<file path="config.mk">
export PLATFORM = sky130hd
export DESIGN_NAME = cfg_timer
export DESIGN_NICKNAME = d
export VERILOG_FILES = /design/src/rtl/cfg_timer.sv
export SDC_FILE = /design/constraint.sdc
export NUM_CORES = 1
export LEC_CHECK = 0
export BUFFER_PORTS_ARGS = -buffer_cell sky130_fd_sc_hd__buf_2
export CORE_MARGIN = 10
export CORE_UTILIZATION = 55
export DETAILED_ROUTE_END_ITERATION = 7
export PLACE_DENSITY = 0.78
export SYNTH_ARGS = -nofsm -noshare
export SYNTH_HDL_FRONTEND = slang
export SYNTH_SLANG_ARGS = --single-unit
</file>
<file path="constraint.sdc">
create_clock -name clk -period 3.53 [get_ports clk]
set_input_delay 0 -clock clk [delete_from_list [all_inputs] [get_ports clk]]
set_output_delay 0 -clock clk [all_outputs]
set_load 0.03 [all_outputs]
</file>
<file path="src/rtl/cfg_timer.sv">
`timescale 1ns/1ps
module cfg_timer #(
  parameter int NCH   = 4,
  parameter int PSMAX = 9
) (
  input  logic             clk,
  input  logic             rst_n,
  input  logic             task_start,
  input  logic             task_stop,
  input  logic             task_clear,
  input  logic             task_count,
  input  logic [NCH-1:0]   task_capture,
  input  logic             cfg_we,
  input  logic [3:0]       cfg_addr,
  input  logic [31:0]      cfg_wdata,
  output logic [31:0]      cfg_rdata,
  output logic [31:0]      cnt_o,
  output logic [NCH-1:0]   evt_o
);
  localparam int CCBASE = 8;

  logic              mode_cnt;
  logic [1:0]        wsel;
  logic [3:0]        psc_cfg;
  logic [NCH-1:0]    shorts;
  logic [31:0]       cc [NCH];
  logic              running;
  logic [PSMAX-1:0]  phase;
  logic [31:0]       cnt;
  logic [NCH-1:0]    evt;

  logic [31:0]       mask;
  logic [3:0]        psc_eff;
  logic [PSMAX-1:0]  lim;
  logic              tick, adv, zap;
  logic [31:0]       nxt;

  assign mask    = {{8{wsel == 2'd3}}, {8{wsel >= 2'd2}}, {8{wsel >= 2'd1}}, 8'hFF};
  assign psc_eff = (psc_cfg > 4'(PSMAX)) ? 4'(PSMAX) : psc_cfg;
  assign lim     = PSMAX'((32'd1 << psc_eff) - 32'd1);
  assign tick    = !mode_cnt && running && (phase >= lim);
  assign adv     = mode_cnt ? task_count : tick;
  assign zap     = task_clear | (|(evt & shorts));
  assign nxt     = (cnt + 32'd1) & mask;

  assign cnt_o = cnt & mask;
  assign evt_o = evt;

  always_ff @(posedge clk) begin
    if (!rst_n) begin
      mode_cnt <= 1'b0;
      wsel     <= 2'd0;
      psc_cfg  <= 4'd0;
      shorts   <= '0;
      running  <= 1'b0;
      phase    <= '0;
      cnt      <= '0;
      evt      <= '0;
      for (int i = 0; i < NCH; i++) cc[i] <= '0;
    end else begin
      if (task_stop)       running <= 1'b0;
      else if (task_start) running <= 1'b1;

      if (zap)                       phase <= '0;
      else if (!mode_cnt && running) phase <= tick ? '0 : phase + 1'b1;

      if (zap)      cnt <= '0;
      else if (adv) cnt <= nxt;

      for (int i = 0; i < NCH; i++)
        evt[i] <= !zap && adv && (nxt == (cc[i] & mask));

      if (cfg_we) begin
        case (cfg_addr)
          4'd0: mode_cnt <= cfg_wdata[0];
          4'd1: wsel     <= cfg_wdata[1:0];
          4'd2: psc_cfg  <= cfg_wdata[3:0];
          4'd3: shorts   <= cfg_wdata[NCH-1:0];
          default: ;
        endcase
      end
      for (int i = 0; i < NCH; i++) begin
        if (task_capture[i])
          cc[i] <= cnt & mask;
        else if (cfg_we && cfg_addr == 4'(CCBASE + i))
          cc[i] <= cfg_wdata;
      end
    end
  end

  always_comb begin
    cfg_rdata = '0;
    case (cfg_addr)
      4'd0: cfg_rdata = {31'd0, mode_cnt};
      4'd1: cfg_rdata = {30'd0, wsel};
      4'd2: cfg_rdata = {28'd0, psc_cfg};
      4'd3: cfg_rdata = {{(32-NCH){1'b0}}, shorts};
      default: ;
    endcase
    for (int i = 0; i < NCH; i++)
      if (cfg_addr == 4'(CCBASE + i)) cfg_rdata = cc[i];
  end

  a_r6_clear_zeroes: assert property (@(posedge clk) disable iff (!rst_n)
    task_clear |=> (cnt_o == 32'd0));

  a_r4_hold_without_pulse: assert property (@(posedge clk) disable iff (!rst_n)
    (mode_cnt && !task_count && !zap) |=> $stable(cnt));

  a_r5_stopped_holds: assert property (@(posedge clk) disable iff (!rst_n)
    (!mode_cnt && !running && !zap) |=> $stable(cnt));

  a_r3_wrap_to_zero: assert property (@(posedge clk) disable iff (!rst_n)
    (adv && !zap && cnt_o == mask) |=> (cnt == 32'd0));

  for (genvar g = 0; g < NCH; g++) begin : g_chk
    a_r7_event_on_match: assert property (@(posedge clk) disable iff (!rst_n)
      (evt_o[g] && !$past(cfg_we) && !$past(task_capture[g])) |-> (cnt_o == (cc[g] & mask)));
    a_r9_shortcut_clears: assert property (@(posedge clk) disable iff (!rst_n)
      (evt_o[g] && shorts[g]) |=> (cnt == 32'd0));
  end
endmodule

</file>
==> results of run 1 <==
==> routing by layer <==
layer | global-route usage | part of all wire | wire length (µm) | vias up
li1 | - | - | - | 4719
met1 | 0.350 | 0.40 | 15100 | 5022
met2 | 0.417 | 0.47 | 17800 | 670
met3 | 0.0445 | 0.10 | 3950 | 66
met4 | 0.0882 | 0.023 | 872 | 0
met5 | 0 | 0 | 0 | -
==> state kept, by name, indices dropped and copies added (netlist names) <==
| register | flops |
|---|---|
| cc | 128 |
| cnt | 32 |
| phase | 9 |
| evt_o | 4 |
| psc_cfg | 4 |
| shorts | 4 |
| wsel | 2 |
| mode_cnt | 1 |
| running | 1 |
==> placed cells by master (no fill, tap or decap), drive strengths merged, types with 4 or more instances in the layout <==
cell,count
a2111oi,6
a21o,6
a21oi,28
a22o,24
a31oi,11
and2,36
and3,12
buf,161
clkbuf,20
clkinv,4
dfxtp,57
dlygate4sd3,37
edfxtp,128
ha,12
inv,40
mux2i,17
mux4,31
nand2,182
nand2b,6
nand3,22
nand4,26
nand4b,11
nor2,53
nor2b,17
nor3,20
nor3b,5
nor4,17
o21a,5
o21ai,149
o22ai,5
o41ai,5
or3,5
or3b,4
or4,10
or4b,4
xnor2,91
xnor3,4
xor2,70
==> cell type report <==
type	count	area [µm²]
Antenna cell	1	2.50
Timing Repair Buffer	198	1320
Sequential cell	185	4990
Clock inverter	12	164
Tap cell	275	344
Clock buffer	20	457
Fill cell	1699	7320
Multi-Input combinational cell	928	6420
Inverter	36	135
==> stage by stage <==
step / instance area, µm² / power [mW]
finish: 13800 / 4.98
global route: 13800 / 5.09
CTS: 13800 / 4.96
detailed placement: 12800 / 2.92
global placement: 12800 / 2.91
floorplan: 11900 / 2.73
==> kinds of logic after synthesis <==
family	count (synthesis)	share of synthesized area
DFF	185	0.419
AOI/OAI and AO/OA	263	0.134
xor gates and xnor gates	165	0.127
buffers and inverters	138	0.0475
adders and majority gates	12	0.0126
muxes	51	0.0758
and+or+nand+nor	437	0.184
==> critical path: stages (launching register included) <==
cell,delay [ps]
dfxtp_1,480
nand2_1,210
or4_4,590
or3_1,500
xor2_2,220
xnor2_1,150
a2111oi_0,460
a31oi_1,240
a2111oi_0,370
==> worst min path at each step <==
stage,from,endpoint,slack (ps),cells after the start
detailed placement,task_stop,running,180,2
global route,cfg_we,mode_cnt,110,5
floorplan,task_stop,running,80,1
global placement,task_stop,running,170,2
CTS,cfg_we,mode_cnt,50,5
finish,cfg_we,mode_cnt,60,5
==> timing repair <==
item,in CTS,in global routing
endpoints found under the setup margin,1,6
hold buffers,37,0
endpoints found under the hold margin,135,0
cloned,0,0
gates resized for setup,1,8
==> power by group through the flow <==
stage	logic [mW]	clock network, mW	registers [mW]
final	0.485	2.07	2.43
after global routing	0.515	2.14	2.43
after CTS	0.477	2.05	2.43
after detailed placement	0.443	0	2.47
after global placement	0.438	0	2.47
after floorplan	0.277	0	2.45
==> results.py, run 1 <==
metrics = {
    "floorplan": {
        "floorplan.initialDensity": 0.563,
        "die_x_um": 167,
        "dieHeight_um": 167,
        "boundaryPins": 115,
        "fp.coreArea_um2": 21200,
        "dieArea_um2": 27900,
        "rows": 53,
    },
    "logic_synthesis": {
        "synth_area_leader_cell": "edfxtp_1",
        "synth_edf_count": 128,
        "synth_top_area_share": 0.323,
        "synth_nets": 1310,
        "yosysMostFrequentCell": "nand2_1",
        "synthArstFlopShare": 0,
        "ys.flop_type": "edfxtp_1",
        "yosysSeqAreaShare": 0.419,
        "ys_seq_elements": 185,
        "syn-instance-count": 1251,
        "synth.top_cells.by_count": "nand2_1 (182), o21ai_0 (146), edfxtp_1 (128), xnor2_1 (90), xor2_1 (70)",
        "yosysWarnings": 0,
        "ys_types": 68,
        "avgSynthCellArea_um2": 9.51,
        "synth_area_leaders": "edfxtp_1 (32%), dfxtp_1 (9.6%), xnor2_1 (6.6%)",
        "synth_area_um2": 11900,
    },
    "clock_network": {
        "cts-root-buf": "clkbuf_16",
        "clkSinkCount": 185,
        "cts_tree": "yes",
        "htreeDepth": 4,
        "clk_latency_ps": 440,
        "cts_buffers": 17,
        "cts_buffer_depth": 2,
        "post_cts_buffers": 0,
        "path_clk_slew_ps": 70,
    },
    "place": {
        "dp_slack_ps": 10.8,
        "portBuffers": 114,
        "place.gp.congestion": 0.974,
        "hpwl_um": 26000,
        "dp_cells": 1585,
    },
    "final_layout": {
        "final_util": 0.654,
        "fin_cells": 1655,
        "nets": 1425,
        "area_growth_pct": 16.2,
        "drive_gt1_frac": 0.186,
    },
    "detailed_routing": {
        "drc": 0,
        "dr.pass1.iters": 5,
        "routed_wl_um": 37800,
        "ant_nets": 0,
        "drtIter0Drc": 1375,
        "routed_via_density": 6.33,
        "routedWlPerCell_um": 22.8,
        "num_vias": 10500,
    },
    "sta": {
        "slew_violations": 0,
        "min_period_over_period": 0.947,
        "holdWs_ps": 64.2,
        "slew_headroom": 0.187,
        "layout_setup_ws_ps": 187,
        "setup_viol": 0,
        "tns_ps": 0,
        "fmax_mhz": 299,
        "timing.final.crit_period_ps": 3340,
        "tightest_slew_ps": 1220,
        "hold_viol": 0,
        "rsz0062_at_grt": "no",
        "fin_skew_ps": 9.09,
    },
    "critical_path": {
        "crit_arrival_ps": 3660,
        "reg2reg_depth": 8,
        "path_max_fanout": 8,
        "rr_endpoint": "evt_o[0]",
        "startpoint_type": "register",
        "timing.rr.start": "cnt[7]",
        "cp.required_ps": 3850,
        "crit_path_end_kind": "register",
        "ff2ff_setup_slack_ps": 190,
        "crit_start": "cnt[7]",
        "crit_type": "reg2reg",
        "critPathCapture": "evt_o[0]",
    },
    "global_routing": {
        "grtUsageTotal": 0.260,
        "grt_pass1_vias": 10300,
        "grt-ovfl-total": 0,
        "grt_max_degree": 42,
        "antenna_found_initial": 2,
        "grt_first_pass_wirelength_um": 58500,
    },
    "power": {
        "leakage_nw": 5.33,
        "clkPwrFrac": 0.415,
        "power.share.sequential": 0.487,
        "internal-power_mw": 3.74,
        "switchingPower_mw": 1.25,
        "p_comb_frac": 0.097,
        "power.density_nw_per_um2": 360,
        "p_sw_frac": 0.250,
        "ir_worst_vdd_mv": 0.330,
    },
    "flow_run": {
        "cap_viol_max_count": 0,
    },
    "status": {
        "status": "finished, final reports clean",
    },
    "min_path": {
        "worstHoldPathType": "in2reg",
    },
}
(Power assumes the default switching activity.)
==> run 2, diff against run 1 <==
--- a/config.mk
+++ b/config.mk
@@ -6,10 +6,12 @@
 export NUM_CORES = 1
 export LEC_CHECK = 0
 export BUFFER_PORTS_ARGS = -buffer_cell sky130_fd_sc_hd__buf_2
+export CELL_PAD_IN_SITES_DETAIL_PLACEMENT = 1
+export CELL_PAD_IN_SITES_GLOBAL_PLACEMENT = 2
 export CORE_MARGIN = 10
-export CORE_UTILIZATION = 55
+export CORE_UTILIZATION = 35
 export DETAILED_ROUTE_END_ITERATION = 7
-export PLACE_DENSITY = 0.78
+export PLACE_DENSITY_LB_ADDON = 0.1
 export SYNTH_ARGS = -nofsm -noshare
 export SYNTH_HDL_FRONTEND = slang
 export SYNTH_SLANG_ARGS = --single-unit
==> run 2 against run 1 <==
  * Die area increased by 50%
  * Worst hold slack worse by 5.3 ps
  * Combinational power grew 11%
  * Global-route usage down 3.8 points
  * Sequential power hardly changed
  * Critical path type unchanged
  * Flip-flop and latch count unchanged
  * Cell area up 4.3%
==> results.py, run 2 (synthesis results as in run 1) <==
metrics = {
    "final_layout": {
        "fin_area_um2": 14400,
        "area_growth_pct": 21.1,
        "layout_common_cells": "nand2_1 (182), o21ai_0 (144), edfxtp_1 (128), buf_2 (114), xnor2_1 (88)",
        "largest_reg_flops": 128,
        "final_common_cell": "nand2_1",
        "nets": 1463,
        "reg_top3": "cc (128), cnt (32), phase (9)",
        "final_util": 0.430,
        "diodes": 0,
        "largest_register": "cc",
        "drive_gt1_frac": 0.217,
    },
    "critical_path": {
        "path_cells": "nand3_4 > or4_4 > or3_1 > xor2_2 > xor2_1 > and3_1 > nand4_1 > a2111oi_4",
        "crit_type": "reg2reg",
        "crit_path_end_kind": "register",
        "startpoint_type": "register",
        "cp_slowest_cell": "or4_4",
        "timing.rr.start": "cnt[11]",
        "cp.required_ps": 3870,
        "slowest_delay_ps": 620,
        "cp_num_buf_inv": 0,
        "critPathTopFamily": "simple AND/OR/NAND/NOR gates",
        "rr_endpoint": "evt_o[3]",
        "ff2ff_setup_slack_ps": 210,
        "reg2reg_depth": 8,
        "path_max_fanout": 9,
        "crit_arrival_ps": 3660,
    },
    "floorplan": {
        "dieHeight_um": 204,
        "die_x_um": 204,
        "boundaryPins": 115,
        "dieArea_um2": 41800,
        "fp.coreArea_um2": 33500,
        "rows": 67,
        "floorplan.initialDensity": 0.355,
    },
    "sta": {
        "holdWs_ps": 58.9,
        "fmax_mhz": 301,
        "timing.final.crit_period_ps": 3320,
        "tightest_slew_ps": 787,
        "fin_skew_ps": 19.5,
        "slew_headroom": 0.474,
        "slew_violations": 0,
        "setup_viol": 0,
        "rsz0062_at_grt": "yes",
        "layout_setup_ws_ps": 209,
        "min_period_over_period": 0.941,
        "hold_viol": 0,
    },
    "place": {
        "portBuffers": 114,
        "placed_cell_area_um2": 13300,
        "dp_slack_ps": -503,
        "place.gp.congestion": 0.867,
        "hpwl_um": 34100,
    },
    "global_routing": {
        "grt-ovfl-total": 0,
        "grtUsageTotal": 0.223,
        "antenna_found_initial": 0,
        "grt_first_pass_wirelength_um": 69600,
        "grt_pass1_vias": 10800,
        "grt_max_degree": 33,
    },
    "detailed_routing": {
        "drc": 0,
        "drtIter0Drc": 662,
        "routedWlPerCell_um": 25.2,
        "num_vias": 10200,
        "ant_nets": 0,
        "dr.pass1.iters": 5,
        "routed_via_density": 5.49,
        "routed_wl_um": 46900,
    },
    "clock_network": {
        "cts_buffer_depth": 2,
        "clkSinkCount": 185,
        "htreeDepth": 4,
        "cts_tree": "yes",
        "cts-root-buf": "clkbuf_16",
        "clk_latency_ps": 460,
        "path_clk_slew_ps": 80,
        "cts_buffers": 17,
    },
    "min_path": {
        "min_to": "shorts[1]",
        "hp-start": "rst_n",
        "whs_path_depth": 2,
        "worstHoldPathType": "in2reg",
    },
    "power": {
        "ir_worst_vdd_mv": 0.329,
        "leakage_nw": 5.54,
        "power.density_nw_per_um2": 348,
        "design_power_total_mw": 5.02,
    },
    "status": {
        "status": "finished, final reports clean",
    },
    "flow_run": {
        "cap_viol_max_count": 0,
    },
}
## run 2: cell types whose count changed in the layout (fill, tap and decap cells not counted), sizes merged
cell,previous run,this run
clkbuf,20,21
clkinv,4,7
diode,1,0
dlygate4sd3,37,34
buf,161,202
inv,40,36
## run 2: through the flow
step,cells,setup TNS [ps]
2_1_floorplan,1251,0
3_3_place_gp,1797,-3350
3_5_place_dp,1797,-5860
4_1_cts,1863,0
5_1_grt,1865,-4.21
6_report,1865,0
## run 2: what timing repair did
item,CTS,global route
hold buffers,34,0
setup buffers,0,2
setup endpoints to repair,23,25
endpoints found under the hold margin,127,0
pin swaps,0,2
resized for setup,9,16
## run 2: layout make-up
class | count | area [µm²]
Fill cell | 3852 | 19100
Multi-Input combinational cell | 928 | 6520
Sequential cell | 185 | 4990
Timing Repair Buffer | 236 | 1610
Tap cell | 448 | 561
Clock buffer | 21 | 460
Clock inverter | 11 | 146
Inverter | 36 | 135
## run 2: worst max path at each step
stage	from	to	cells past startpoint
after global placement	cnt[14]	evt_o[3]	8
after global routing	cnt[3]	evt_o[0]	9
after CTS	cnt[8]	evt_o[3]	8
after floorplan	psc_cfg[1]	cnt[16]	18
final	cnt[11]	evt_o[3]	8
after detailed placement	cnt[8]	evt_o[3]	8
## run 2: where the power goes
group	internal [mW]	switching [mW]	leakage, nW
combinational	0.211	0.329	3.34
sequential	2.37	0.0518	1.91
clock	1.15	0.904	0.295
## run 2: worst reg2reg max path: cells and delay by family, from the launching register on
kind | cells | cell delay [ps]
DFF | 1 | 500
and+or+nand+nor | 5 | 1670
xor gates and xnor gates | 2 | 540
AOI/OAI and AO/OA | 1 | 490
## run 2: routing by layer
metal	GRT usage	up-vias	routed length [µm]
li1	-	4789	-
met1	0.287	5180	20700
met2	0.381	236	23400
met3	0.0306	41	1950
met4	0.0645	0	882
met5	0	-	0
